[config.mk]
export PLATFORM = sky130hd
export DESIGN_NAME = usbep_fifo_bank
export DESIGN_NICKNAME = d
export VERILOG_FILES = /design/src/rtl/usbep_pkg.sv /design/src/rtl/usbep_byte_fifo.sv /design/src/rtl/usbep_tx_lane.sv /design/src/rtl/usbep_rx_lane.sv /design/src/rtl/usbep_setup_regs.sv /design/src/rtl/usbep_fifo_bank.sv
export SDC_FILE = /design/constraint.sdc
export NUM_CORES = 2
export LEC_CHECK = 0
export BUFFER_PORTS_ARGS = -buffer_cell sky130_fd_sc_hd__buf_2
export CAP_MARGIN = 30
export CELL_PAD_IN_SITES_DETAIL_PLACEMENT = 1
export CELL_PAD_IN_SITES_GLOBAL_PLACEMENT = 2
export CORE_MARGIN = 2
export CORE_UTILIZATION = 50
export DETAILED_ROUTE_END_ITERATION = 10
export PLACE_DENSITY_LB_ADDON = 0.1
export SETUP_SLACK_MARGIN = 0.02
export SLEW_MARGIN = 20
export SYNTH_ARGS = -nofsm -noshare
export SYNTH_HDL_FRONTEND = slang
export SYNTH_SLANG_ARGS = --single-unit
export TNS_END_PERCENT = 5
[constraint.sdc]
create_clock -name clk -period 5.6 [get_ports clk]
set_input_delay 0 -clock clk [delete_from_list [all_inputs] [get_ports clk]]
set_output_delay 0 -clock clk [all_outputs]
set_load 0.05 [all_outputs]
[src/rtl/usbep_pkg.sv]
// Package: shared types for the endpoint FIFO bank.
// Assumes: byte-wide payload on both CPU and core sides.
package usbep_pkg;
    typedef enum logic {
        DIR_OUT = 1'b0,
        DIR_IN  = 1'b1
    } ep_dir_e;
endpackage

[src/rtl/usbep_byte_fifo.sv]
// Module: synchronous show-ahead FIFO with flush.
// Assumes: push to full and pop from empty are filtered here as well as by
// the caller; flush has priority over push and pop in the same cycle.
module usbep_byte_fifo #(
    parameter int DW    = 8,
    parameter int DEPTH = 8,
    localparam int AW   = (DEPTH > 1) ? $clog2(DEPTH) : 1,
    localparam int CW   = $clog2(DEPTH + 1)
) (
    input  logic          clk,
    input  logic          rst_n,
    input  logic          flush,
    input  logic          push,
    input  logic [DW-1:0] push_data,
    input  logic          pop,
    output logic [DW-1:0] head,
    output logic [CW-1:0] count,
    output logic          full,
    output logic          empty
);
    logic [DW-1:0] mem [DEPTH];
    logic [AW-1:0] wptr;
    logic [AW-1:0] rptr;
    logic          push_ok;
    logic          pop_ok;

    function automatic logic [AW-1:0] nxt(input logic [AW-1:0] p);
        return (p == AW'(DEPTH - 1)) ? '0 : p + AW'(1);
    endfunction

    assign full    = (count == CW'(DEPTH));
    assign empty   = (count == '0);
    assign push_ok = push && !full;
    assign pop_ok  = pop && !empty;
    assign head    = mem[rptr];

    // Store the pushed byte; storage is not reset.
    always_ff @(posedge clk) begin
        if (push_ok) mem[wptr] <= push_data;
    end

    // Advance pointers and occupancy.
    always_ff @(posedge clk) begin
        if (!rst_n || flush) begin
            wptr  <= '0;
            rptr  <= '0;
            count <= '0;
        end else begin
            if (push_ok) wptr <= nxt(wptr);
            if (pop_ok)  rptr <= nxt(rptr);
            count <= count + CW'(push_ok) - CW'(pop_ok);
        end
    end
endmodule

[src/rtl/usbep_tx_lane.sv]
// Module: one endpoint's transmit path: FIFO, commit flag, overflow error.
// Assumes: the core may pop only while the packet is committed; the commit
// flag drops once the FIFO runs empty.
module usbep_tx_lane #(
    parameter int DW    = 8,
    parameter int DEPTH = 8,
    localparam int CW   = $clog2(DEPTH + 1)
) (
    input  logic          clk,
    input  logic          rst_n,
    input  logic          flush,
    input  logic          cpu_wr,
    input  logic [DW-1:0] cpu_data,
    input  logic          cpu_commit,
    input  logic          core_pop,
    output logic          req,
    output logic          done,
    output logic          err,
    output logic          avail,
    output logic [DW-1:0] head
);
    logic [CW-1:0] count;
    logic          full;
    logic          empty;
    logic          push_ok;
    logic          pop_ok;
    logic [CW:0]   cnt_after;

    assign push_ok   = cpu_wr && !full;
    assign pop_ok    = core_pop && done && !empty;
    assign cnt_after = {1'b0, count} + (CW+1)'(push_ok) - (CW+1)'(pop_ok);
    assign req       = !full;
    assign avail     = done && !empty;

    usbep_byte_fifo #(.DW(DW), .DEPTH(DEPTH)) u_fifo (
        .clk       (clk),
        .rst_n     (rst_n),
        .flush     (flush),
        .push      (push_ok),
        .push_data (cpu_data),
        .pop       (pop_ok),
        .head      (head),
        .count     (count),
        .full      (full),
        .empty     (empty)
    );

    // Commit flag: set by a commit with data present, cleared when drained.
    always_ff @(posedge clk) begin
        if (!rst_n || flush) done <= 1'b0;
        else                 done <= (done || cpu_commit) && (cnt_after != '0);
    end

    // Sticky overflow error.
    always_ff @(posedge clk) begin
        if (!rst_n)              err <= 1'b0;
        else if (cpu_wr && full) err <= 1'b1;
    end
endmodule

[src/rtl/usbep_rx_lane.sv]
// Module: one endpoint's receive path: FIFO, packet-done flag with a
// pending-byte count, underflow error.
// Assumes: an end-of-packet marks every byte held at that moment as part of
// the packet to be drained by the CPU.
module usbep_rx_lane #(
    parameter int DW    = 8,
    parameter int DEPTH = 8,
    localparam int CW   = $clog2(DEPTH + 1)
) (
    input  logic          clk,
    input  logic          rst_n,
    input  logic          flush,
    input  logic          core_wr,
    input  logic [DW-1:0] core_data,
    input  logic          core_eop,
    input  logic          cpu_rd,
    output logic          req,
    output logic          ready,
    output logic          done,
    output logic          err,
    output logic [DW-1:0] head
);
    logic [CW-1:0] count;
    logic [CW-1:0] pend;
    logic          full;
    logic          empty;
    logic          push_ok;
    logic          pop_ok;
    logic [CW:0]   cnt_after;

    assign push_ok   = core_wr && !full;
    assign pop_ok    = cpu_rd && !empty;
    assign cnt_after = {1'b0, count} + (CW+1)'(push_ok) - (CW+1)'(pop_ok);
    assign req       = !empty;
    assign ready     = !full;

    usbep_byte_fifo #(.DW(DW), .DEPTH(DEPTH)) u_fifo (
        .clk       (clk),
        .rst_n     (rst_n),
        .flush     (flush),
        .push      (push_ok),
        .push_data (core_data),
        .pop       (pop_ok),
        .head      (head),
        .count     (count),
        .full      (full),
        .empty     (empty)
    );

    // Packet-done flag and the number of marked bytes still unread.
    always_ff @(posedge clk) begin
        if (!rst_n || flush) begin
            done <= 1'b0;
            pend <= '0;
        end else if (core_eop && cnt_after != '0) begin
            done <= 1'b1;
            pend <= cnt_after[CW-1:0];
        end else if (pop_ok && done) begin
            if (pend == CW'(1)) begin
                done <= 1'b0;
                pend <= '0;
            end else begin
                pend <= pend - CW'(1);
            end
        end
    end

    // Sticky underflow error.
    always_ff @(posedge clk) begin
        if (!rst_n)              err <= 1'b0;
        else if (cpu_rd && empty) err <= 1'b1;
    end
endmodule

[src/rtl/usbep_setup_regs.sv]
// Module: capture registers for the SETUP payload of a control transfer.
// Assumes: a SETUP stage delivers exactly NBYTES strobes; the strobe that
// finds the byte index at zero opens a new stage.
module usbep_setup_regs #(
    parameter int DW     = 8,
    parameter int NBYTES = 8,
    localparam int IW    = (NBYTES > 1) ? $clog2(NBYTES) : 1
) (
    input  logic                 clk,
    input  logic                 rst_n,
    input  logic                 wr,
    input  logic [DW-1:0]        data,
    output logic [NBYTES*DW-1:0] packet,
    output logic                 valid,
    output logic                 start
);
    logic [DW-1:0] bytes_q [NBYTES];
    logic [IW-1:0] idx;

    assign start = wr && (idx == '0);

    // Flatten the captured bytes, byte 0 in the lowest lane.
    always_comb begin
        for (int i = 0; i < NBYTES; i++) packet[i*DW +: DW] = bytes_q[i];
    end

    // Byte storage and index.
    always_ff @(posedge clk) begin
        if (!rst_n) begin
            idx <= '0;
            for (int i = 0; i < NBYTES; i++) bytes_q[i] <= '0;
        end else if (wr) begin
            bytes_q[idx] <= data;
            idx <= (idx == IW'(NBYTES - 1)) ? '0 : idx + IW'(1);
        end
    end

    // Valid flag: dropped at stage start, raised by the last byte.
    always_ff @(posedge clk) begin
        if (!rst_n)                                  valid <= 1'b0;
        else if (wr && idx == IW'(NBYTES - 1))       valid <= 1'b1;
        else if (start)                              valid <= 1'b0;
    end
endmodule

[src/rtl/usbep_fifo_bank.sv]
// Module: top of the endpoint FIFO bank. Instantiates one transmit and one
// receive lane per endpoint plus the SETUP capture registers, and steers the
// active endpoint onto the core-side buses.
// Assumes: NUM_EP is a power of two so every endpoint code is valid.
module usbep_fifo_bank
    import usbep_pkg::*;
#(
    parameter int NUM_EP      = 8,
    parameter int DW          = 8,
    parameter int DEPTH       = 8,
    parameter int SETUP_BYTES = 8,
    localparam int EPW        = (NUM_EP > 1) ? $clog2(NUM_EP) : 1
) (
    input  logic                      clk,
    input  logic                      rst_n,
    input  logic                      cpu_wr_en,
    input  logic [EPW-1:0]            cpu_wr_ep,
    input  logic [DW-1:0]             cpu_wr_data,
    input  logic                      cpu_commit,
    input  logic                      cpu_rd_en,
    input  logic [EPW-1:0]            cpu_rd_ep,
    output logic [DW-1:0]             cpu_rd_data,
    output logic [NUM_EP-1:0]         tx_req,
    output logic [NUM_EP-1:0]         tx_done,
    output logic [NUM_EP-1:0]         tx_err,
    output logic [NUM_EP-1:0]         rx_req,
    output logic [NUM_EP-1:0]         rx_done,
    output logic [NUM_EP-1:0]         rx_err,
    input  logic [EPW-1:0]            core_ep,
    input  logic                      core_dir,
    input  logic                      core_tx_rd,
    output logic [DW-1:0]             core_tx_data,
    output logic                      core_tx_valid,
    input  logic                      core_rx_wr,
    input  logic [DW-1:0]             core_rx_data,
    input  logic                      core_rx_eop,
    output logic                      core_rx_ready,
    input  logic                      setup_wr,
    input  logic [DW-1:0]             setup_data,
    output logic [SETUP_BYTES*DW-1:0] setup_packet,
    output logic                      setup_valid
);
    logic [DW-1:0]     tx_head [NUM_EP];
    logic [DW-1:0]     rx_head [NUM_EP];
    logic [NUM_EP-1:0] tx_avail;
    logic [NUM_EP-1:0] rx_ready;
    logic              setup_start;
    logic              dir_in;
    logic              dir_out;

    assign dir_in  = (ep_dir_e'(core_dir) == DIR_IN);
    assign dir_out = (ep_dir_e'(core_dir) == DIR_OUT);

    usbep_setup_regs #(.DW(DW), .NBYTES(SETUP_BYTES)) u_setup (
        .clk    (clk),
        .rst_n  (rst_n),
        .wr     (setup_wr),
        .data   (setup_data),
        .packet (setup_packet),
        .valid  (setup_valid),
        .start  (setup_start)
    );

    for (genvar g = 0; g < NUM_EP; g++) begin : g_ep
        logic ep_flush;
        logic core_sel;

        assign ep_flush = (g == 0) ? setup_start : 1'b0;
        assign core_sel = (core_ep == EPW'(g));

        usbep_tx_lane #(.DW(DW), .DEPTH(DEPTH)) u_tx (
            .clk        (clk),
            .rst_n      (rst_n),
            .flush      (ep_flush),
            .cpu_wr     (cpu_wr_en && cpu_wr_ep == EPW'(g)),
            .cpu_data   (cpu_wr_data),
            .cpu_commit (cpu_commit && cpu_wr_ep == EPW'(g)),
            .core_pop   (core_tx_rd && dir_in && core_sel),
            .req        (tx_req[g]),
            .done       (tx_done[g]),
            .err        (tx_err[g]),
            .avail      (tx_avail[g]),
            .head       (tx_head[g])
        );

        usbep_rx_lane #(.DW(DW), .DEPTH(DEPTH)) u_rx (
            .clk       (clk),
            .rst_n     (rst_n),
            .flush     (ep_flush),
            .core_wr   (core_rx_wr && dir_out && core_sel),
            .core_data (core_rx_data),
            .core_eop  (core_rx_eop && dir_out && core_sel),
            .cpu_rd    (cpu_rd_en && cpu_rd_ep == EPW'(g)),
            .req       (rx_req[g]),
            .ready     (rx_ready[g]),
            .done      (rx_done[g]),
            .err       (rx_err[g]),
            .head      (rx_head[g])
        );
    end

    // Steer the active endpoint onto the core buses and the CPU read bus.
    always_comb begin
        core_tx_data  = tx_head[core_ep];
        core_tx_valid = dir_in && tx_avail[core_ep];
        core_rx_ready = rx_ready[core_ep];
        cpu_rd_data   = rx_head[cpu_rd_ep];
    end
endmodule

==> results_dict.tcl <==
set metrics [dict create \
    max_clock_freq_mhz 249.3 \
    yosysTopAreaCellShare_pct 56.70 \
    critPathRequiredTime_ns 5.60 \
    synth_cell_types 69 \
    ys_seq_area_share_pct 66.28 \
    synth_area_sq_um 57630 \
    power.density_nw_per_um2 343.9 \
    grt_pass1_wl_mm 219.4 \
    die_y_um 343.5 \
    r2r_cells 13 \
    ys_warn_count 0 \
    maxCapViolCount 0 \
    worstMarginPinSlew_ns 0.9654 \
    vias 32240 \
    syn_area_per_cell_sq_um 15.91 \
    portBuffers 173 \
    synth-edff-count 1088 \
    run_status "finished clean" \
    cts_tree "done" \
    fp.dieW_um 343.5 \
    rows 124 \
    syn_nets 3912 \
    vias_per_cell 5.816 \
    core_area_sq_um 114300 \
    numCtsBuffers 146 \
    hold_viol_final 0 \
    r2r-end "g_ep[2].u_rx.pend[1]$_SDFFE_PN0P_" \
    holdPathStages 5 \
    cellLeakagePower_nw 22.37 \
    setup_viol 0 \
    skew_ns 0.02945 \
    ys_top_cells_by_area "edfxtp_1, mux4_2, dfxtp_1" \
    clk_pin_slew_ns 0.06 \
    ys.flop_type "edfxtp_1" \
    dr.pass1.iters 5 \
    syn_inst 3622 \
    critical_path_class "flip-flop to primary output" \
    cts_buffer_depth 3 \
    maxSlewHeadroom_pct 35.40 \
    hold_path_end "g_ep[6].u_rx.u_fifo.wptr[2]$_SDFFE_PN0P_" \
    clk_latency_ns 0.75 \
    yosys_register_bits 1364 \
    start_kind "flip-flop" \
    postRouteAntennaNets 0 \
    areaGrowthSynthToFinish_pct 14.52 \
    grt_pass1_vias 34940 \
    timing.rr.start "g_ep[2].u_rx.u_fifo.count[2]$_SDFF_PN0_" \
    met1_usage_pct 32.52 \
    die-area_sq_um 118000 \
    cp.arrival_ns 4.01 \
    rrSetupSlack_ns 1.69 \
    fin_crit_sh_pct 71.62 \
    start_util_pct 50.40 \
    ctsHtreeMaxLevel 4 \
    fin_setup_tns_ns 0 \
    post_cts_resized 0 \
    grt_max_degree 69 \
    grt_antenna_before_repair 2 \
    gp_congestion 0.7872 \
    dr.first_iter.drc_count 2098 \
    grt_use_total_pct 24.82 \
    p_total_mw 22.69 \
    use_met2_pct 43.09 \
    grt_overflow_total 0 \
    peakVddDrop_mv 0.3160 \
    drive_above_1_share_pct 21.24 \
    remaining_drc_errors 0 \
    grt_setup_unrepaired "no" \
    ios 174 \
    hp-start "core_ep[2]" \
    synth_async_sr_flop_share_pct 0 \
    cp-end-kind "primary output" \
    root_buffer "clkbuf_16" \
    routed_wl_mm 143.8 \
    slew_viol_final 0 \
    postCtsSetupBuffers 0 \
    hold_path_class "input port to flip-flop" \
    cts_sinks 1364 \
    grt_busiest_layer "met2" \
    wire_per_inst_um 25.94 \
    hpwlAfterDp_mm 97.87 \
    use_met3_pct 3.012 \
    path_max_fanout 9 \
    fin_crit_ns 4.011 \
    final_nets 4198 \
    yosysTopAreaCell "edfxtp_1" \
]
[cells in the mapped netlist (27+ instances only)]
library cell / number
buf_2: 42
nor2_1: 228
and2_1: 105
nor3_1: 104
inv_1: 149
a221oi_1: 32
o21ai_0: 27
ha_1: 222
a31oi_1: 33
edfxtp_1: 1088
mux2i_1: 139
buf_4: 55
mux4_2: 258
dfxtp_1: 276
xnor2_1: 42
a21oi_1: 123
nand3_1: 50
nand2b_1: 35
nand2_1: 145
buf_1: 32
clkbuf_1: 57
[power by group]
group / leakage, nW / internal (mW) / switching (mW) / total (mW)
clock network: 2.41 / 5.99 / 4.01 / 9.99
logic: 7.87 / 0.499 / 1.10 / 1.60
registers: 12.1 / 11.0 / 0.0736 / 11.1
[through the flow]
stage | cell area, sq um | setup WS (ns) | utilization, % | hold WS (ns) | std cells
after global placement | 60080 | 1.651 | 52.55 | 0.3786 | 5203
final | 65990 | 1.589 | 57.72 | 0.08332 | 5543
after floorplan | 57630 | 2.432 | - | 0.09887 | 3622
after detailed placement | 60530 | 1.617 | 52.94 | 0.3883 | 5224
after CTS | 65960 | 1.598 | 57.68 | 0.05918 | 5537
after global routing | 65990 | 1.427 | 57.72 | 0.1295 | 5543
[state kept, by name (all words and copies together) (netlist names), named ones only]
register	count
g_ep.u_rx.u_fifo.rptr	24
g_ep.u_tx.u_fifo.count	32
u_setup.valid	1
g_ep.u_rx.done	8
g_ep.u_rx.u_fifo.count	32
g_ep.u_rx.u_fifo.wptr	24
g_ep.u_tx.done	8
g_ep.u_tx.u_fifo.wptr	24
g_ep.u_tx.u_fifo.mem	512
g_ep.u_tx.u_fifo.rptr	24
u_setup.idx	3
g_ep.u_rx.err	8
g_ep.u_rx.pend	32
g_ep.u_rx.u_fifo.mem	512
u_setup.bytes_q	64
g_ep.u_tx.err	8
[layer usage]
metal	routed length, um	part of all wire, %
met1	60090	42
met2	74040	51
met3	5424	3.8
met4	4198	2.9
met5	13	0.0090
[critical path, stage by stage, from the launching register on]
cell and delay, ns:
dfxtp_1 0.66, buf_8 0.23, mux4_2 0.50, a221oi_1 0.47
o21ai_0 0.17, nor3_1 0.73, a31oi_1 0.21, buf_2 0.29
[cell usage in the layout, fill, tap and decap left out, types with 78 or more instances in the layout]
cell type / synthesis / layout
clkbuf_16: 0 / 148
mux2i_1: 139 / 139
a21oi_1: 123 / 123
buf_4: 55 / 91
dfxtp_1: 276 / 275
mux4_2: 258 / 258
inv_1: 149 / 148
ha_1: 222 / 222
nand2_1: 145 / 145
edfxtp_1: 1088 / 1088
buf_2: 42 / 175
and2_1: 105 / 105
nor2_1: 228 / 228
nor3_1: 104 / 78
[worst max path at each step]
| stage | start | slack, ns | to |
|---|---|---|---|
| after floorplan | g_ep[4].u_rx.u_fifo.count[3]$_SDFF_PN0_ | 2.43 | g_ep[4].u_rx.pend[0]$_SDFFE_PN0P_ |
| after global placement | core_ep[2] | 1.65 | g_ep[7].u_rx.pend[0]$_SDFFE_PN0P_ |
| after detailed placement | core_ep[2] | 1.62 | g_ep[7].u_rx.pend[0]$_SDFFE_PN0P_ |
| after CTS | flip-flop | 1.60 | core_tx_data[0] |
| after global routing | g_ep[2].u_rx.u_fifo.count[2]$_SDFF_PN0_ | 1.43 | g_ep[2].u_rx.pend[0]$_SDFFE_PN0P_ |
| final | flip-flop | 1.59 | core_tx_data[0] |
[what timing repair did]
action	in CTS	in global routing
setup endpoints to repair	0	0
hold buffers	43	0
endpoints found under the hold margin	1115	0
[logic make-up after synthesis]
family                   Yosys count  share of synthesized area [%]
XOR/XNOR                          66                          1.003
AND/OR/NAND/NOR                  844                          7.621
AO/OA/AOI/OAI                    356                          4.154
flip-flops                      1364                          66.28
adder cells (fa/ha/maj)          247                          5.689
buffers and inverters            348                          2.751
multiplexers                     397                          12.50
[final cells by class]
cell class / count / area, sq um
clock inverter: 89 / 1095
tap: 1512 / 1892
antenna: 1 / 2.502
timing repair buffer: 329 / 2312
multi-input combinational: 1910 / 18000
clock buffer: 181 / 3897
sequential: 1364 / 38200
fill: 10470 / 48350
inverter: 157 / 595.6
Note: power is estimated with default switching activity, not from simulation.
